### config.mk
export PLATFORM = sky130hd
export DESIGN_NAME = chg_iref_ramp
export DESIGN_NICKNAME = d
export VERILOG_FILES = /design/src/rtl/chg_iref_pkg.sv /design/src/rtl/chg_pwrup_hold.sv /design/src/rtl/chg_step_seq.sv /design/src/rtl/chg_tgt_sel.sv /design/src/rtl/chg_iref_ramp.sv
export SDC_FILE = /design/constraint.sdc
export NUM_CORES = 1
export LEC_CHECK = 0
export BUFFER_PORTS_ARGS = -buffer_cell sky130_fd_sc_hd__buf_4
export CELL_PAD_IN_SITES_DETAIL_PLACEMENT = 0
export CELL_PAD_IN_SITES_GLOBAL_PLACEMENT = 1
export CORE_MARGIN = 1
export CORE_UTILIZATION = 44
export CTS_CLUSTER_DIAMETER = 60
export DETAILED_ROUTE_END_ITERATION = 8
export PLACE_DENSITY = 0.93
export SYNTH_ARGS = -nofsm -noshare
export SYNTH_HDL_FRONTEND = slang
export SYNTH_HIERARCHICAL = 1
export SYNTH_SLANG_ARGS = --single-unit
### constraint.sdc
create_clock -name clk -period 6.05 [get_ports clk]
set_clock_uncertainty 0.05 [all_clocks]
set_input_delay 0.605 -clock clk [delete_from_list [all_inputs] [get_ports clk]]
set_output_delay 0.605 -clock clk [all_outputs]
set_load 0.05 [all_outputs]
### src/rtl/chg_iref_pkg.sv
package chg_iref_pkg;

  // Output level at ramp index k: equal increments of floor(tgt/steps),
  // with the last index landing exactly on the target.
  function automatic int unsigned ramp_level(int unsigned tgt, int unsigned k,
                                             int unsigned steps);
    if (k >= steps) return tgt;
    return (tgt / steps) * k;
  endfunction

  // Ceiling applied after a battery short.
  function automatic int unsigned cap_code(int unsigned code, int unsigned cap,
                                           logic active);
    if (active && (code > cap)) return cap;
    return code;
  endfunction

endpackage

### src/rtl/chg_pwrup_hold.sv
module chg_pwrup_hold #(
  parameter int QUAL_TICKS = 500
) (
  input  logic clk,
  input  logic rst_n,
  input  logic en,
  input  logic tick,
  output logic qual_ok
);
  localparam int QW = $clog2(QUAL_TICKS + 1);

  logic [QW-1:0] cnt_q;

  always_ff @(posedge clk or negedge rst_n) begin
    if (!rst_n) begin
      cnt_q   <= '0;
      qual_ok <= 1'b0;
    end else if (!qual_ok) begin
      if (!en) begin
        cnt_q <= '0;
      end else if (tick) begin
        cnt_q <= cnt_q + 1'b1;
        if (cnt_q == QW'(QUAL_TICKS - 1)) qual_ok <= 1'b1;
      end
    end
  end

endmodule

### src/rtl/chg_step_seq.sv
module chg_step_seq #(
  parameter int STEPS      = 8,
  parameter int STEP_TICKS = 16
) (
  input  logic                           clk,
  input  logic                           rst_n,
  input  logic                           restart,
  input  logic                           tick,
  output logic [$clog2(STEPS+1)-1:0]     step_idx,
  output logic                           step_adv
);
  localparam int KW = $clog2(STEPS + 1);
  localparam int SW = (STEP_TICKS > 1) ? $clog2(STEP_TICKS) : 1;

  logic [SW-1:0] sc_q;
  logic          at_top;

  assign at_top   = (step_idx == KW'(STEPS));
  assign step_adv = tick && !at_top && (sc_q == SW'(STEP_TICKS - 1));

  always_ff @(posedge clk or negedge rst_n) begin
    if (!rst_n) begin
      sc_q     <= '0;
      step_idx <= '0;
    end else if (restart) begin
      sc_q     <= '0;
      step_idx <= '0;
    end else if (tick && !at_top) begin
      if (step_adv) begin
        sc_q     <= '0;
        step_idx <= step_idx + 1'b1;
      end else begin
        sc_q <= sc_q + 1'b1;
      end
    end
  end

endmodule

### src/rtl/chg_tgt_sel.sv
module chg_tgt_sel
  import chg_iref_pkg::*;
#(
  parameter int CODE_W   = 12,
  parameter int CAP_CODE = 1250
) (
  input  logic              clk,
  input  logic              rst_n,
  input  logic              en,
  input  logic              qual_ok,
  input  logic              mode_fast,
  input  logic [CODE_W-1:0] fast_code,
  input  logic [CODE_W-1:0] pre_code,
  input  logic              fast_entry,
  input  logic              bat_short,
  output logic              short_lat,
  output logic [CODE_W-1:0] tgt
);
  logic [CODE_W-1:0] raw_tgt;

  always_ff @(posedge clk or negedge rst_n) begin
    if (!rst_n)                    short_lat <= 1'b0;
    else if (!en)                  short_lat <= 1'b0;
    else if (bat_short && qual_ok) short_lat <= 1'b1;
    else if (fast_entry)           short_lat <= 1'b0;
  end

  assign raw_tgt = mode_fast ? fast_code : pre_code;
  assign tgt     = CODE_W'(cap_code(32'(raw_tgt), CAP_CODE, short_lat));

endmodule

### src/rtl/chg_iref_ramp.sv
module chg_iref_ramp
  import chg_iref_pkg::*;
#(
  parameter int CODE_W     = 12,
  parameter int STEPS      = 8,
  parameter int STEP_TICKS = 16,
  parameter int QUAL_TICKS = 500,
  parameter int CAP_CODE   = 1250
) (
  input  logic              clk,
  input  logic              rst_n,
  input  logic              chg_en,
  input  logic              mode_fast,
  input  logic [CODE_W-1:0] fast_code,
  input  logic [CODE_W-1:0] pre_code,
  input  logic              fast_entry,
  input  logic              bat_short,
  input  logic              tb_tick,
  output logic [CODE_W-1:0] iref_code,
  output logic              ramp_done
);
  localparam int KW = $clog2(STEPS + 1);

  logic              pwr_ok;
  logic              run;
  logic              restart;
  logic              step_adv;
  logic [KW-1:0]     step_idx;
  logic              short_lat;
  logic [CODE_W-1:0] tgt_active;

  chg_pwrup_hold #(.QUAL_TICKS(QUAL_TICKS)) u_hold (
    .clk     (clk),
    .rst_n   (rst_n),
    .en      (chg_en),
    .tick    (tb_tick),
    .qual_ok (pwr_ok)
  );

  assign run     = chg_en && pwr_ok;
  assign restart = !run || bat_short || fast_entry;

  chg_step_seq #(.STEPS(STEPS), .STEP_TICKS(STEP_TICKS)) u_seq (
    .clk      (clk),
    .rst_n    (rst_n),
    .restart  (restart),
    .tick     (tb_tick),
    .step_idx (step_idx),
    .step_adv (step_adv)
  );

  chg_tgt_sel #(.CODE_W(CODE_W), .CAP_CODE(CAP_CODE)) u_tgt (
    .clk        (clk),
    .rst_n      (rst_n),
    .en         (chg_en),
    .qual_ok    (pwr_ok),
    .mode_fast  (mode_fast),
    .fast_code  (fast_code),
    .pre_code   (pre_code),
    .fast_entry (fast_entry),
    .bat_short  (bat_short),
    .short_lat  (short_lat),
    .tgt        (tgt_active)
  );

  assign iref_code = CODE_W'(ramp_level(32'(tgt_active), 32'(step_idx), STEPS));
  assign ramp_done = run && (iref_code == tgt_active);

endmodule

==> results.sh, run 1 <==
export IMPL_max_stage_delay_ns=0.55
export IMPL_fin_total_pwr_uw=333
export IMPL_rsz0062_at_grt="true"
export IMPL_grt_pass1_vias=2859
export IMPL_hold_slack_ns=0.155
export IMPL_relSlewSlack_pct=65.9
export IMPL_clock_root_buffer="clkbuf_8"
export IMPL_vdd_drop_max_mv=0.114
export IMPL_fp_row_count=28
export IMPL_syn_avg_cell_area_um2=8.35
export IMPL_crit_chain="buf_4 -> or4_4 -> nand2_4 -> a21oi_4 -> a221o_1 -> buf_6 -> and2_4 -> fa_1 -> inv_1 -> fa_1 -> inv_2 -> ha_4 -> xor2_2 -> xor2_1 -> o2111ai_2 -> nor4_2 -> o211ai_1 -> or4_4 -> a211oi_4 -> buf_6"
export IMPL_cts_sinks=19
export IMPL_drv_cap=0
export IMPL_drt_total_wl_mm=7.77
export IMPL_setup_viol=0
export IMPL_yosysWarnings=6
export IMPL_netlist_area_um2=2820
export IMPL_period_minus_slack_ns=6.01
export IMPL_hold_class="input pin to asynchronous set/reset pin"
export IMPL_syn_nets=402
export IMPL_htree_levels=1
export IMPL_max_freq_mhz=167
export IMPL_fp_coreArea_um2=6060
export IMPL_ff2ff_setup_slack_ns=3.85
export IMPL_p_leak_nw=1.74
export IMPL_crit_path_max_fanout=7
export IMPL_status="finished clean"
export IMPL_overflow=0
export IMPL_clk_latency_ns=0.26
export IMPL_port_buffers=43
export IMPL_num_fill_cells=541
export IMPL_period_share_pct=99.3
export IMPL_drt_iter0_drc=139
export IMPL_syn_inst=338
export IMPL_seq_area_um2=475
export IMPL_endpoint_kind="primary output"
export IMPL_diodes=0
export IMPL_multi_input_area_um2=2300
export IMPL_start_kind="input pin"
export IMPL_critPathKind="input pin to primary output"
export IMPL_clockBufferDepth=2
export IMPL_hold_viol_final=0
export IMPL_nNetsFinal=478
export IMPL_worst_pin_slew_ns=0.512
export IMPL_crit_slowest_cell="or4_4"
export IMPL_die_h_um=82.1
export IMPL_slew_violations=0
export IMPL_required_ns=5.39
export IMPL_final_area_um2=3710
export IMPL_initial_core_util_pct=46.6
export IMPL_arrival_ns=5.35
export IMPL_numCtsBuffers=3
export IMPL_die_area_um2=6740
export IMPL_ioPinCount=44
export IMPL_grt_pass1_wl_mm=12.6
export IMPL_p_per_area_nw_per_um2=89.8
export IMPL_drtAntennaViolNets=0
export IMPL_antenna_found_initial=0
export IMPL_grt_max_degree=25
export IMPL_grtUsageTotal_pct=23.9
export IMPL_fp_dieW_um=82.1
export IMPL_area_delta_synth_final_pct=31.4
export IMPL_viasPerCell=5.77
export IMPL_first_pass_iters=4
export IMPL_drc_errors=0
export IMPL_num_vias=2817
export IMPL_post_drt_wl_per_cell_um=15.9
export IMPL_globalplace_congestion=0.959
export IMPL_cts_reportedPaths_clkPinSlew_ns=0.07
export IMPL_holdBufCountCts=0
export IMPL_place_area_um2=3430
export IMPL_drive_gt1_share_pct=32.0
export IMPL_dp_hpwl_mm=5.91
export IMPL_cts_tree="done"
stage by stage:
step                      setup slack [ns]  setup TNS, ns  instances  util (%)
after floorplan                     0.0249              0        338         -
after global placement              -0.305         -0.305        478      56.6
after detailed placement            -0.431         -0.431        478      56.6
after CTS                          0.00118              0        485      58.5
after global routing                -0.123         -0.123        488      61.2
final                               0.0442              0        488      61.2
state kept, by name, indices dropped and copies added, names as in the netlist:
signal,count
u_hold/cnt_q,9
u_seq/step_idx,4
u_seq/sc_q,4
u_hold/qual_ok,1
u_tgt/short_lat,1
cell type report:
| type | count | area share, % |
|---|---|---|
| Timing Repair Buffer | 87 | 18.1 |
| Clock buffer | 4 | 1.21 |
| Sequential cell | 19 | 12.8 |
| Tap cell | 75 | 2.53 |
| Inverter | 33 | 3.34 |
| Multi-Input combinational cell | 270 | 62.0 |
placed cells by master (no fill, tap or decap), types with 6 or more instances in the layout:
cell / n
buf_4: 82
inv_1: 31
nand2_1: 26
and2_1: 20
a21oi_1: 19
dfrtp_1: 19
o21ai_0: 18
ha_1: 16
fa_1: 13
mux2i_1: 12
a21o_1: 9
xnor2_1: 9
xor2_1: 9
nand4_1: 8
nor2_1: 6
routing by layer:
layer  vias to the layer above  part of all wire (%)  GRT usage, %  wire [um]
li1                       1356                     -             -          -
met1                      1389                    42          28.9       3280
met2                        60                    53          44.5       4100
met3                        12                   3.1          1.76        240
met4                         0                   1.9          7.89        147
met5                         -                     0             0          0
repair_timing:
action	CTS	global route
setup buffers	3	3
gates cloned	0	0
endpoints found under the setup margin	2	1
resized for setup	8	28
pin swaps	4	19
worst paths after layout:
check | start | to | depth (start not counted)
setup / recovery | pre_code[11] | ramp_done | 20
hold / removal | rst_n | u_hold/cnt_q[3]$_DFFE_PN0P_ | 1
setup reg to reg | u_hold/qual_ok$_DFF_PN0_ | u_seq/step_idx[2]$_DFFE_PN0P_ | 5
hold reg to reg | u_hold/cnt_q[0]$_DFFE_PN0P_ | u_hold/cnt_q[0]$_DFFE_PN0P_ | 1
max in group asynchronous | rst_n | u_hold/cnt_q[5]$_DFFE_PN0P_ | 1
min in group clk | u_hold/cnt_q[0]$_DFFE_PN0P_ | u_hold/cnt_q[0]$_DFFE_PN0P_ | 1
critical path: cells and delay by family:
kind            cells  cell delay (ns)
buf+inv             5             0.53
fa+ha+maj           3             1.27
compound gates      5             0.95
xor+xnor            2             0.37
simple gates        5             1.62
power by group:
part / internal (mW) / switching, mW / leakage (nW)
logic: 0.0554 / 0.0517 / 1.46
clock network: 0.0469 / 0.0439 / 0.0228
registers: 0.130 / 0.00518 / 0.249
(Power assumes the default switching activity.)
==> inputs of run 2 (changes only) <==
CORE_UTILIZATION = 43   (was 44)
SYNTH_HIERARCHICAL = unset   (was 1)
==> results.sh, run 2 <==
export IMPL_slew_violations=0
export IMPL_synth_area_leaders="dfrtp_1 18%, fa_1 11%, ha_1 9.0%, nand2_1 4.8%, mux2i_1 4.5%"
export IMPL_largest_register_ff_count=9
export IMPL_start_kind="input pin"
export IMPL_rsz0062_at_grt="true"
export IMPL_required_ns=5.39
export IMPL_die_area_um2=6480
export IMPL_overflow=0
export IMPL_yosysWarnings=0
export IMPL_dp_hpwl_mm=5.98
export IMPL_top_register="u_hold.cnt_q"
export IMPL_post_place_ws_ns=-0.388
export IMPL_status="finished, violations left"
export IMPL_postLayoutCoreUtil_pct=61.7
export IMPL_fp_coreArea_um2=5920
export IMPL_synth_common_cells="34 x nand2_1, 32 x inv_1, 23 x nor2_1"
export IMPL_period_minus_slack_ns=6.41
export IMPL_clock_root_buffer="clkbuf_8"
export IMPL_topRoutingLayerUsed="met4"
export IMPL_route_met3_wl_um=268
export IMPL_drive_gt1_share_pct=32.8
export IMPL_netlist_area_um2=2650
export IMPL_hold_viol_final=0
export IMPL_synth_seq_cells=19
export IMPL_layout_common_cells="89 x buf_4, 32 x nand2_1, 31 x inv_1"
export IMPL_die_h_um=80.5
export IMPL_cts_reportedPaths_clkPinSlew_ns=0.07
export IMPL_ys_seq_area_share_pct=17.9
export IMPL_num_fill_cells=567
export IMPL_synth_most_common_cell="nand2_1"
export IMPL_drv_cap=0
export IMPL_grt_pass1_wl_mm=11.6
export IMPL_wl_met1_mm=3.15
export IMPL_syn_nets=387
export IMPL_vdd_drop_max_mv=0.140
export IMPL_globalplace_congestion=0.911
export IMPL_numCtsBuffers=3
export IMPL_yosysTopAreaCell="dfrtp_1"
export IMPL_period_share_pct=106
export IMPL_synth_ff_type="dfrtp_1"
export IMPL_fp_dieW_um=80.5
export IMPL_clockBufferDepth=2
export IMPL_initial_core_util_pct=44.7
export IMPL_reg_top3="u_hold.cnt_q x9, u_seq.sc_q x4, u_seq.step_idx x4"
export IMPL_setup_viol=2
export IMPL_endpoint_kind="primary output"
export IMPL_violations="negative setup slack"
export IMPL_cts_sinks=19
export IMPL_viasPerCell=5.49
export IMPL_crit_path_max_fanout=5
export IMPL_p_leak_nw=1.75
export IMPL_p_per_area_nw_per_um2=81.8
export IMPL_grt_pass1_vias=2628
export IMPL_diodes=0
export IMPL_grt_max_degree=20
export IMPL_drt_iter0_drc=146
export IMPL_holdBufCountCts=0
export IMPL_drtAntennaViolNets=0
export IMPL_syn_inst=323
export IMPL_htree_levels=1
export IMPL_wl_met2_mm=3.72
export IMPL_drc_errors=0
export IMPL_num_vias=2692
export IMPL_post_drt_wl_per_cell_um=14.8
export IMPL_final_common_cell="buf_4"
export IMPL_ioPinCount=44
export IMPL_area_delta_synth_final_pct=38.0
export IMPL_grtUsageTotal_pct=23.0
export IMPL_port_buffers=43
export IMPL_synth_edf_count=0
export IMPL_arrival_ns=5.76
export IMPL_antenna_found_initial=0
export IMPL_clk_latency_ns=0.25
export IMPL_synth_top_cell_area_share_pct=17.9
export IMPL_critPathKind="input pin to primary output"
export IMPL_drt_total_wl_mm=7.26
export IMPL_relSlewSlack_pct=66.3
export IMPL_hold_class="input pin to asynchronous set/reset pin"
export IMPL_worst_pin_slew_ns=0.506
export IMPL_cts_tree="done"
export IMPL_async_flop_share_pct=100
export IMPL_first_pass_iters=4
export IMPL_timing_final_ws_setup_ns=-0.364
export IMPL_syn_avg_cell_area_um2=8.20
export IMPL_nNetsFinal=480
export IMPL_fp_row_count=28
export IMPL_max_freq_mhz=156
export IMPL_yosysUniqueCellTypes=62
## run 2: cell count changes in the layout (fill, tap and decap cells not counted), sizes merged, moves of 6 or more
cell   before  now
nor4        7    1
a21oi      22   14
nand2      27   34
a21o        9    2
nor3        1   14
and2       23   14
nor2        6   23
buf        87   97
## run 2: kinds of logic after synthesis
family          Yosys count  share of synthesized area, %
simple gates            128                          24.9
fa+ha+maj                33                          19.6
xor+xnor                 18                          6.47
compound gates           69                          18.8
mux                      15                          5.81
buf+inv                  41                          6.47
flops                    19                          18.0
## run 2: what timing repair did
item,in CTS,in global routing
pin swaps,5,5
endpoints found under the setup margin,2,4
gates resized for setup,10,7
setup buffers,3,4
## run 2: power breakdown
part	switching (mW)	leakage, nW	internal, mW
sequential	0.000688	0.254	0.128
combinational	0.0405	1.48	0.0440
clock	0.0393	0.0228	0.0468
total	0.0805	1.75	0.218
## run 2: worst paths after layout
kind                       slack (ns)  cells after the start                            end                     startpoint
max                             -0.36                     21                      ramp_done                   fast_code[9]
min                              0.16                      1    u_hold.cnt_q[5]$_DFFE_PN0P_                          rst_n
max reg2reg                      3.65                      9  u_seq.step_idx[3]$_DFFE_PN0P_  u_seq.step_idx[0]$_DFFE_PN0P_
min reg2reg                      0.46                      1    u_hold.cnt_q[0]$_DFFE_PN0P_    u_hold.cnt_q[0]$_DFFE_PN0P_
max in group asynchronous        5.58                      1      u_seq.sc_q[1]$_DFFE_PN0P_                          rst_n
min in group clk                 0.46                      1    u_hold.cnt_q[0]$_DFFE_PN0P_    u_hold.cnt_q[0]$_DFFE_PN0P_
## run 2: stage by stage
step / TNS (ns) / area [um^2] / power (mW) / hold WS (ns) / std cells
final: -0.656 / 3650 / 0.299 / 0.159 / 490
after global routing: -1.10 / 3650 / 0.315 / 0.163 / 490
after CTS: -0.484 / 3620 / 0.299 / 0.169 / 488
after detailed placement: -0.522 / 3510 / 0.211 / 0.442 / 481
after global placement: -0.454 / 3510 / 0.211 / 0.439 / 481
after floorplan: -0.119 / 2780 / 0.171 / 0.259 / 323
## run 2: per-layer routing
layer  up-vias  GRT usage, %
li1       1328             -
met1      1291          28.5
met2        59          42.0
met3        14          2.05
met4         0          6.25
met5         -             0
## run 2: area by class of cell
| type | instances | area [um^2] | area share (%) |
|---|---|---|---|
| inverter | 32 | 120 | 3.29 |
| tap | 75 | 93.8 | 2.57 |
| timing repair buffer | 97 | 762 | 20.8 |
| sequential | 19 | 475 | 13.0 |
| multi-input combinational | 263 | 2160 | 59.1 |
| clock buffer | 4 | 45.0 | 1.23 |
## run 2: worst max-delay path, stage by stage
cell and delay, ns:
buf_4 0.11, or4b_4 0.50, a222oi_1 0.42, o211ai_1 0.15, o21a_2 0.18, nand2b_4 0.18, and2_1 0.21, fa_1 0.53
inv_1 0.05, fa_1 0.52, inv_1 0.04, ha_2 0.30, o21ai_1 0.12, o21bai_1 0.13, a2111o_1 0.40, a31o_2 0.25
a21o_1 0.19, xnor3_1 0.25, nand4_1 0.15, a211oi_4 0.26, buf_6 0.19
